--- src/rtl/gpio_exp_pkg.sv ---
package gpio_exp_pkg;
    typedef enum logic [1:0] {
        IRQ_IDLE   = 2'd0,
        IRQ_RAISED = 2'd1,
        IRQ_REARM  = 2'd2
    } irq_state_e;
endpackage

--- src/rtl/exp_edge_sync.sv ---
module exp_edge_sync #(
    parameter int N = 16
) (
    input  logic         clk,
    input  logic         rst_n,
    input  logic [N-1:0] src,
    output logic [N-1:0] rise
);
    logic [N-1:0] meta_q, sync_q, prev_q;

    always_ff @(posedge clk) begin
        if (!rst_n) begin
            meta_q <= '0;
            sync_q <= '0;
            prev_q <= '0;
        end else begin
            meta_q <= src;
            sync_q <= meta_q;
            prev_q <= sync_q;
        end
    end

    assign rise = sync_q & ~prev_q;
endmodule

--- src/rtl/exp_pending.sv ---
module exp_pending #(
    parameter int N = 16
) (
    input  logic         clk,
    input  logic         rst_n,
    input  logic [N-1:0] set,
    input  logic         clr,
    output logic [N-1:0] pend
);
    // set has priority over clear so a coincident event is not lost
    always_ff @(posedge clk) begin
        if (!rst_n) pend <= '0;
        else        pend <= (pend & ~{N{clr}}) | set;
    end
endmodule

--- src/rtl/exp_outregs.sv ---
module exp_outregs #(
    parameter int REG_W   = 16,
    parameter int NUM_OUT = 2,
    parameter int OFF_W   = 1,
    parameter logic [NUM_OUT*REG_W-1:0] INIT_VAL = '0
) (
    input  logic                     clk,
    input  logic                     rst_n,
    input  logic                     wr_en,
    input  logic [OFF_W-1:0]         wr_off,
    input  logic [REG_W-1:0]         wr_val,
    input  logic [OFF_W-1:0]         rd_off,
    output logic [REG_W-1:0]         rd_val,
    output logic [NUM_OUT*REG_W-1:0] regs_flat
);
    logic [REG_W-1:0] r_q [NUM_OUT];

    for (genvar g = 0; g < NUM_OUT; g++) begin : g_reg
        always_ff @(posedge clk) begin
            if (!rst_n)
                r_q[g] <= INIT_VAL[g*REG_W +: REG_W];
            else if (wr_en && wr_off == OFF_W'(g))
                r_q[g] <= wr_val;
        end
        assign regs_flat[g*REG_W +: REG_W] = r_q[g];
    end

    always_comb begin
        rd_val = '0;
        for (int i = 0; i < NUM_OUT; i++)
            if (rd_off == OFF_W'(i)) rd_val = r_q[i];
    end
endmodule

--- src/rtl/exp_irq_fsm.sv ---
module exp_irq_fsm
    import gpio_exp_pkg::*;
(
    input  logic clk,
    input  logic rst_n,
    input  logic any_pend,
    input  logic ack,
    output logic irq_o
);
    irq_state_e st_q, st_d;

    always_ff @(posedge clk) begin
        if (!rst_n) st_q <= IRQ_IDLE;
        else        st_q <= st_d;
    end

    always_comb begin
        st_d = st_q;
        if (ack) begin
            st_d = IRQ_REARM;
        end else begin
            unique case (st_q)
                IRQ_IDLE:   if (any_pend) st_d = IRQ_RAISED;
                IRQ_RAISED: st_d = IRQ_RAISED;
                IRQ_REARM:  st_d = any_pend ? IRQ_RAISED : IRQ_IDLE;
                default:    st_d = IRQ_IDLE;
            endcase
        end
    end

    always_comb begin
        irq_o = (st_q == IRQ_RAISED);
    end
endmodule

--- src/rtl/gpio_irq_expander.sv ---
module gpio_irq_expander #(
    parameter int REG_W       = 16,
    parameter int BUS_W       = 16,
    parameter int ADDR_W      = 8,
    parameter int NUM_IRQ     = 16,
    parameter int NUM_OUT     = 2,
    parameter int GROUP_START = 0,
    parameter int ACK_IDX     = 4,
    parameter bit INV_ACK     = 1'b0,
    parameter logic [NUM_OUT*REG_W-1:0] INIT_VAL = {(NUM_OUT*REG_W/2){2'b10}}
) (
    input  logic                     clk,
    input  logic                     rst_n,
    input  logic                     cs,
    input  logic                     we,
    input  logic                     re,
    input  logic [ADDR_W-1:0]        addr,
    input  logic [BUS_W-1:0]         wdata,
    output logic [BUS_W-1:0]         rdata,
    input  logic [NUM_IRQ-1:0]       irq_src,
    output logic [NUM_OUT*REG_W-1:0] gpio_out,
    output logic                     irq_o
);
    localparam int SHIFT = (BUS_W == 32) ? 2 : 1;
    localparam int IDX_W = ADDR_W - SHIFT;
    localparam int OFF_W = (NUM_OUT > 1) ? $clog2(NUM_OUT) : 1;
    localparam logic [IDX_W-1:0] GRP_LO = IDX_W'(GROUP_START);
    localparam logic [IDX_W-1:0] GRP_HI = IDX_W'(GROUP_START + NUM_OUT - 1);
    localparam logic [IDX_W-1:0] ACK_I  = IDX_W'(ACK_IDX);
    localparam logic [REG_W-1:0] ACK_PAT = INV_ACK ? '0 : '1;

    logic [IDX_W-1:0]   idx;
    logic [IDX_W-1:0]   rel;
    logic               hit_grp, hit_ack, wr, rd, ack_fire;
    logic [REG_W-1:0]   rd_val;
    logic [NUM_IRQ-1:0] rise_vec, pend_q;
    logic               unused_lo;

    assign idx       = addr[ADDR_W-1:SHIFT];
    assign unused_lo = ^addr[SHIFT-1:0];
    assign rel       = idx - GRP_LO;
    assign wr        = cs & we;
    assign rd        = cs & re;
    assign hit_grp   = (idx >= GRP_LO) && (idx <= GRP_HI);
    assign hit_ack   = (idx == ACK_I);
    assign ack_fire  = wr && hit_ack && (wdata[REG_W-1:0] == ACK_PAT);

    if (BUS_W > REG_W) begin : g_wide_bus
        logic unused_hi;
        assign unused_hi = ^wdata[BUS_W-1:REG_W];
    end

    exp_outregs #(
        .REG_W(REG_W), .NUM_OUT(NUM_OUT), .OFF_W(OFF_W), .INIT_VAL(INIT_VAL)
    ) u_regs (
        .clk(clk), .rst_n(rst_n),
        .wr_en(wr & hit_grp), .wr_off(OFF_W'(rel)), .wr_val(wdata[REG_W-1:0]),
        .rd_off(OFF_W'(rel)), .rd_val(rd_val), .regs_flat(gpio_out)
    );

    exp_edge_sync #(.N(NUM_IRQ)) u_sync (
        .clk(clk), .rst_n(rst_n), .src(irq_src), .rise(rise_vec)
    );

    exp_pending #(.N(NUM_IRQ)) u_pend (
        .clk(clk), .rst_n(rst_n), .set(rise_vec), .clr(ack_fire), .pend(pend_q)
    );

    exp_irq_fsm u_fsm (
        .clk(clk), .rst_n(rst_n), .any_pend(|pend_q), .ack(ack_fire), .irq_o(irq_o)
    );

    always_ff @(posedge clk) begin
        if (!rst_n) begin
            rdata <= '0;
        end else if (rd) begin
            if (hit_grp)      rdata <= BUS_W'(rd_val);
            else if (hit_ack) rdata <= BUS_W'(pend_q);
            else              rdata <= '0;
        end
    end
endmodule

--- config.mk ---
export PLATFORM = sky130hd
export DESIGN_NAME = gpio_irq_expander
export DESIGN_NICKNAME = d
export VERILOG_FILES = /design/src/rtl/gpio_exp_pkg.sv /design/src/rtl/exp_edge_sync.sv /design/src/rtl/exp_pending.sv /design/src/rtl/exp_outregs.sv /design/src/rtl/exp_irq_fsm.sv /design/src/rtl/gpio_irq_expander.sv
export SDC_FILE = /design/constraint.sdc
export NUM_CORES = 1
export LEC_CHECK = 0
export BUFFER_PORTS_ARGS = -buffer_cell sky130_fd_sc_hd__buf_4
export CAP_MARGIN = 20
export CORE_UTILIZATION = 45
export DETAILED_ROUTE_END_ITERATION = 10
export GPL_TIMING_DRIVEN = 0
export PLACE_DENSITY_LB_ADDON = 0.15
export SYNTH_ARGS = -nofsm -noshare
export SYNTH_HDL_FRONTEND = slang
export SYNTH_SLANG_ARGS = --single-unit
--- constraint.sdc ---
create_clock -name clk -period 5.2 [get_ports clk]
set_input_delay 0.26 -clock clk [delete_from_list [all_inputs] [get_ports clk]]
set_output_delay 0.26 -clock clk [all_outputs]
set_load 0.05 [all_outputs]
Word level (Yosys, flattened, before mapping):

Memory sizes are Yosys's and may differ from the RTL's.
Cells that the tools add are included.

* register bits after elaboration: 82
* RAM bits: 32
* input port bits: 45
* output and inout bits: 49
* logic and storage cells: 52
* memories: 1

Memory list
* u_regs.r_q: depth 2, width 16, rd ports 2, clocked after memory_dff 0, wr ports 2, line exp_outregs.sv:16 `logic [REG_W-1:0] r_q [NUM_OUT];`

* order comparisons: 2
* equal/unequal tests: 6
* multiplexer cells: 16
* bitwise operators: 12
* reduce and logical (&&, ||, !) cells: 8

Operators with widths (count)
* $mux 16: 5
* $and 16x16->16: 2
* $not 16->16: 2
* $eq 16x16->1 const B: 1
* $or 16x16->16: 1
* $reduce_or 16->1: 1
* $mux 1: 8
* $eq 7x3->1 const B: 1
* $ge 7x1->1 const B: 1
* $le 7x1->1 const B: 1
* $pmux 2 s3: 1
* $logic_and 1x1->1: 5
* $mux 2: 2
* $and 1x1->1: 3
* $ne 3x2->1 const B: 1
* $eq 2x1->1 const B: 1
* $eq 2x2->1 const B: 1
* $logic_not 2->1: 1
* $ne 2x1->1 const B: 1
* $not 1->1: 2
* $or 1x1->1: 2
* $reduce_or 2->1: 1

Logic depth before layout (Yosys ltp):

* depth after elaboration: 8
* depth in mapped cells: 6
* depth with buffers taken out: 4

By module:

From an unflattened synthesis, not the netlist that was laid out.

* cells, all modules: 409
* area total of the unflattened synthesis: 4551.9 µm²

By module, submodules not included
* exp_outregs: instances 1, cells an instance 110, area each 1471.4 µm², seq. area each 960.9 µm²
* exp_edge_sync: instances 1, cells an instance 117, area each 1405.1 µm², seq. area each 960.9 µm²
* gpio_irq_expander: instances 1, cells an instance 124, area each 1029.7 µm², seq. area each 320.3 µm²
* exp_pending: instances 1, cells an instance 51, area each 565.5 µm², seq. area each 320.3 µm²
* exp_irq_fsm: instances 1, cells an instance 7, area each 80.1 µm², seq. area each 40.0 µm²

Worst setup path before layout:

OpenSTA, ideal clock, no wires.

* path type: in2reg
* start: in addr[2]
* end: mem u_regs.r_q[0][0], enable pin
* library setup time: 411 ps
* arrival: 2468 ps
* data required time: 4789 ps
* path slack: 2321 ps
* cell stages on the path: 5
* buffers on the path: 1
* path through: or3_4 > nor2_2 > nand3_1 > clkbuf_1 > o21ai_0

RTL lines
* start, declared: line gpio_irq_expander.sv:17 `input logic [ADDR_W-1:0] addr,`
* end, declared: line exp_outregs.sv:16

==> summary.md <==
| Metric | Value |
|---|---|
| Status | `finished with violations` |
| Failing checks | `design-rule violations` |
| Most used routing layer | `met2` |
| Num CTS Buffers | `17` |
| Max Clock Skew | `approximately 0.007 ns` |
| Vias in the first global route | `3016` |
| Post-CTS Setup Repair Bufs | `0` |
| Slew Limit Fails | `0` |
| Critical setup path kind | `in2reg` |
| I/O Pins | `94` |
| Residual DRC | `6` |
| Final ANT Viol Nets | `0` |
| Peak Freq | `~430 MHz` |
| Required @ worst endpoint | `5.32 ns` |
| Crit path DAT | `2.47 ns` |
| CTS sink cnt | `114` |
| Initial Util | `46.9%` |
| Die X | `roughly 100 µm` |
| Final setup TNS | `0 ns` |
| Normalized max-slew margin | `between 20% and 30%` |
| Sequential area share after synthesis | `63.1%` |
| Synthesized area | `4130 µm²` |
| Met2 Track Usage GR | `33.4%` |
| Routed vias | `around 3200` |
| Met3 Track Usage GR | `6.66%` |
| Net count, final | `~530` |
| Distinct cells, synth | `29` |
| DRT Wirelength | `10100 µm` |
| Reg2Reg Setup Slack | `a little under 4 ns` |
| Longest Clk Path Bufs | `2` |
| Worst Hold Margin | `0.0500 ns` |
| FILL cells | `680` |
| Final period util | `45.1%` |
| Hold Fails Final Rpt | `0` |
| Dpl hpwl | `roughly 7000 µm` |
| Post-synth net total | `404` |
| Layout cells sized above 1 | `29.4%` |
| DRT Pass-1 Iters | `7` |
| Worst Setup End Kind | `flop` |
| Slew at the pin closest to its max-slew limit | `1.05 ns` |
| H-tree Lvls | `4` |
| Largest net degree at the start of global routing | `17` |
| Skew-Pair Late Insertion Delay | `0.50 ns` |
| Die height | `97.8 µm` |
| Final number of setup-violating endpoints | `0` |
| Flops & latches, synth | `114` |
| CTS tree | `built` |
| CP startpoint kind | `primary input` |
| Max VDD drop | `0.273 mV` |
| Pleak | `approximately 2.3 nW` |
| GPL Wtd Cong | `roughly 0.87` |
| Cts hold-fix bufs | `16` |
| Final Instance Area | `5670 µm²` |
| Port bufs | `90` |
| Antenna Cells | `0` |
| Clock-pin slew on the worst setup and hold paths | `roughly 0.060 ns` |
| RSZ-0062 raised after global routing | `no` |
| Yosys warns | `0` |
| Min-Delay Path Class | `in2reg` |
| Number of core rows | `34` |
| Post-layout min period | `2.34 ns` |
| Overall Global Routing Usage | `21.7%` |
| Core area | `8810 µm²` |
| Initial antenna violation count | `0` |
| Maxcap violations | `0` |
| Crit path max fanout | `16` |
| CTS resizes | `0` |
| Root Buffer | `clkbuf_8` |
| Area delta synth->final | `37.5%` |
| Die area | `around 9600 µm²` |
| GRT overflow | `0` |
| Layout Utilization | `64.4%` |
| First-pass GRT wire length | `15800 µm` |
| Pwr dens | `between 400 and 500 nW/µm²` |
| Synthesized area per cell | `11.5 µm²` |
| Synth Instances | `~360` |
| Routing usage on met1 | `29.4%` |
| Initial DRC Count | `172` |
| Via-to-Cell Ratio | `around 5.4` |
| Cell Area, Placed | `4940 µm²` |
| DR WL/cell | `16.7 µm` |
[through the flow]
| stage | instances | setup slack (ns) | power [mW] |
|---|---|---|---|
| 6_report | 605 | 2.86 | 2.32 |
| 5_1_grt | 605 | 2.71 | 2.40 |
| 4_1_cts | 605 | 2.91 | 2.33 |
| 3_5_place_dp | 557 | 2.39 | 1.23 |
| 3_3_place_gp | 557 | 1.27 | 1.22 |
| 2_1_floorplan | 359 | 2.32 | 1.14 |
[layout by cell type, fill, tap and decap left out, types with 2 or more instances in the layout]
master,count
and2_1,48
a22o_1,16
edfxtp_1,32
or4_1,8
clkbuf_16,16
inv_8,2
inv_6,7
clkinvlp_4,2
nand3_1,10
nor2_1,26
nor4_1,4
o21ai_0,16
clkbuf_8,2
buf_2,3
a221oi_1,16
dlygate4sd3_1,16
inv_1,17
nand4b_1,8
buf_4,90
clkbuf_1,19
mux2_2,16
dfxtp_1,82
nand4_1,4
nand2_1,12
nor3_1,10
[path summary, 6_finish.rpt]
path / endpoint / depth (start not counted) / start
max: u_regs.r_q[0][0] / 6 / addr[2]
min: u_regs.r_q[0][5] / 2 / wdata[5]
min reg2reg: u_sync.sync_q[4] / 1 / u_sync.meta_q[4]
max reg2reg: u_fsm.st_q[0] / 3 / u_pend.pend[11]
[registers in the layout, indices dropped and copies added, names as in the netlist]
name / cells
u_regs.r_q: 32
u_sync.sync_q: 16
u_sync.prev_q: 16
u_pend.pend: 16
rdata: 16
u_fsm.st_q: 2
u_sync.meta_q: 16
[power by group]
part | internal [mW] | switching (mW) | leakage (nW)
Sequential | 0.956 | 0.0226 | 0.987
Clock | 0.663 | 0.439 | 0.278
Combinational | 0.0923 | 0.149 | 0.996
Total | 1.71 | 0.611 | 2.26
[worst max-delay path: stages]
cell and delay (ns):
buf_4 0.11, or3_4 0.41, nor2_2 0.29, nand3_1 0.30, clkbuf_1 0.32, o21ai_2 0.77
[kinds of logic after synthesis]
| logic type | Yosys count | synth area share (%) |
|---|---|---|
| AND/OR/NAND/NOR | 137 | 19.1 |
| flip-flops | 114 | 63.1 |
| AO/OA/AOI/OAI | 52 | 9.76 |
| buffers and inverters | 40 | 3.73 |
| multiplexers | 16 | 4.37 |
[cells in the mapped netlist, drive strengths merged]
cell type | instances | area [µm²]
a31oi | 1 | 21.3
a221oi | 16 | 140
nand3 | 10 | 50.1
a41oi | 1 | 8.76
nand4 | 4 | 25.0
or4 | 8 | 60.1
o21a | 1 | 7.51
buf | 4 | 18.8
edfxtp | 32 | 961
nor2b | 1 | 6.26
or3 | 2 | 17.5
mux2 | 16 | 180
a22o | 16 | 140
and2 | 49 | 307
nand2b | 1 | 6.26
dfxtp | 82 | 1640
o21ai | 17 | 85.1
inv | 17 | 63.8
nor2 | 27 | 104
clkbuf | 19 | 71.3
nand2 | 12 | 45.0
nand4b | 8 | 70.1
nor3 | 10 | 50.1
nor4 | 5 | 46.3
[cell type report]
cell class / instances / area (µm²) / area share, %
buffer: 23 / 90.1 / 1.59
clock buffer: 18 / 428 / 7.54
clock inverter: 14 / 144 / 2.54
inverter: 17 / 63.8 / 1.12
multi-input combinational: 205 / 1370 / 24.2
sequential: 114 / 2600 / 45.9
tap: 108 / 135 / 2.38
timing repair buffer: 106 / 836 / 14.7
[layer usage]
metal,share of wire (%),up-vias,routed length (µm)
met5,0,-,0
met4,1.0,0,104
met3,6.7,8,672
met2,47,131,4730
met1,45,1564,4580
li1,-,1534,-
Power figures use the tool's default switching activity.
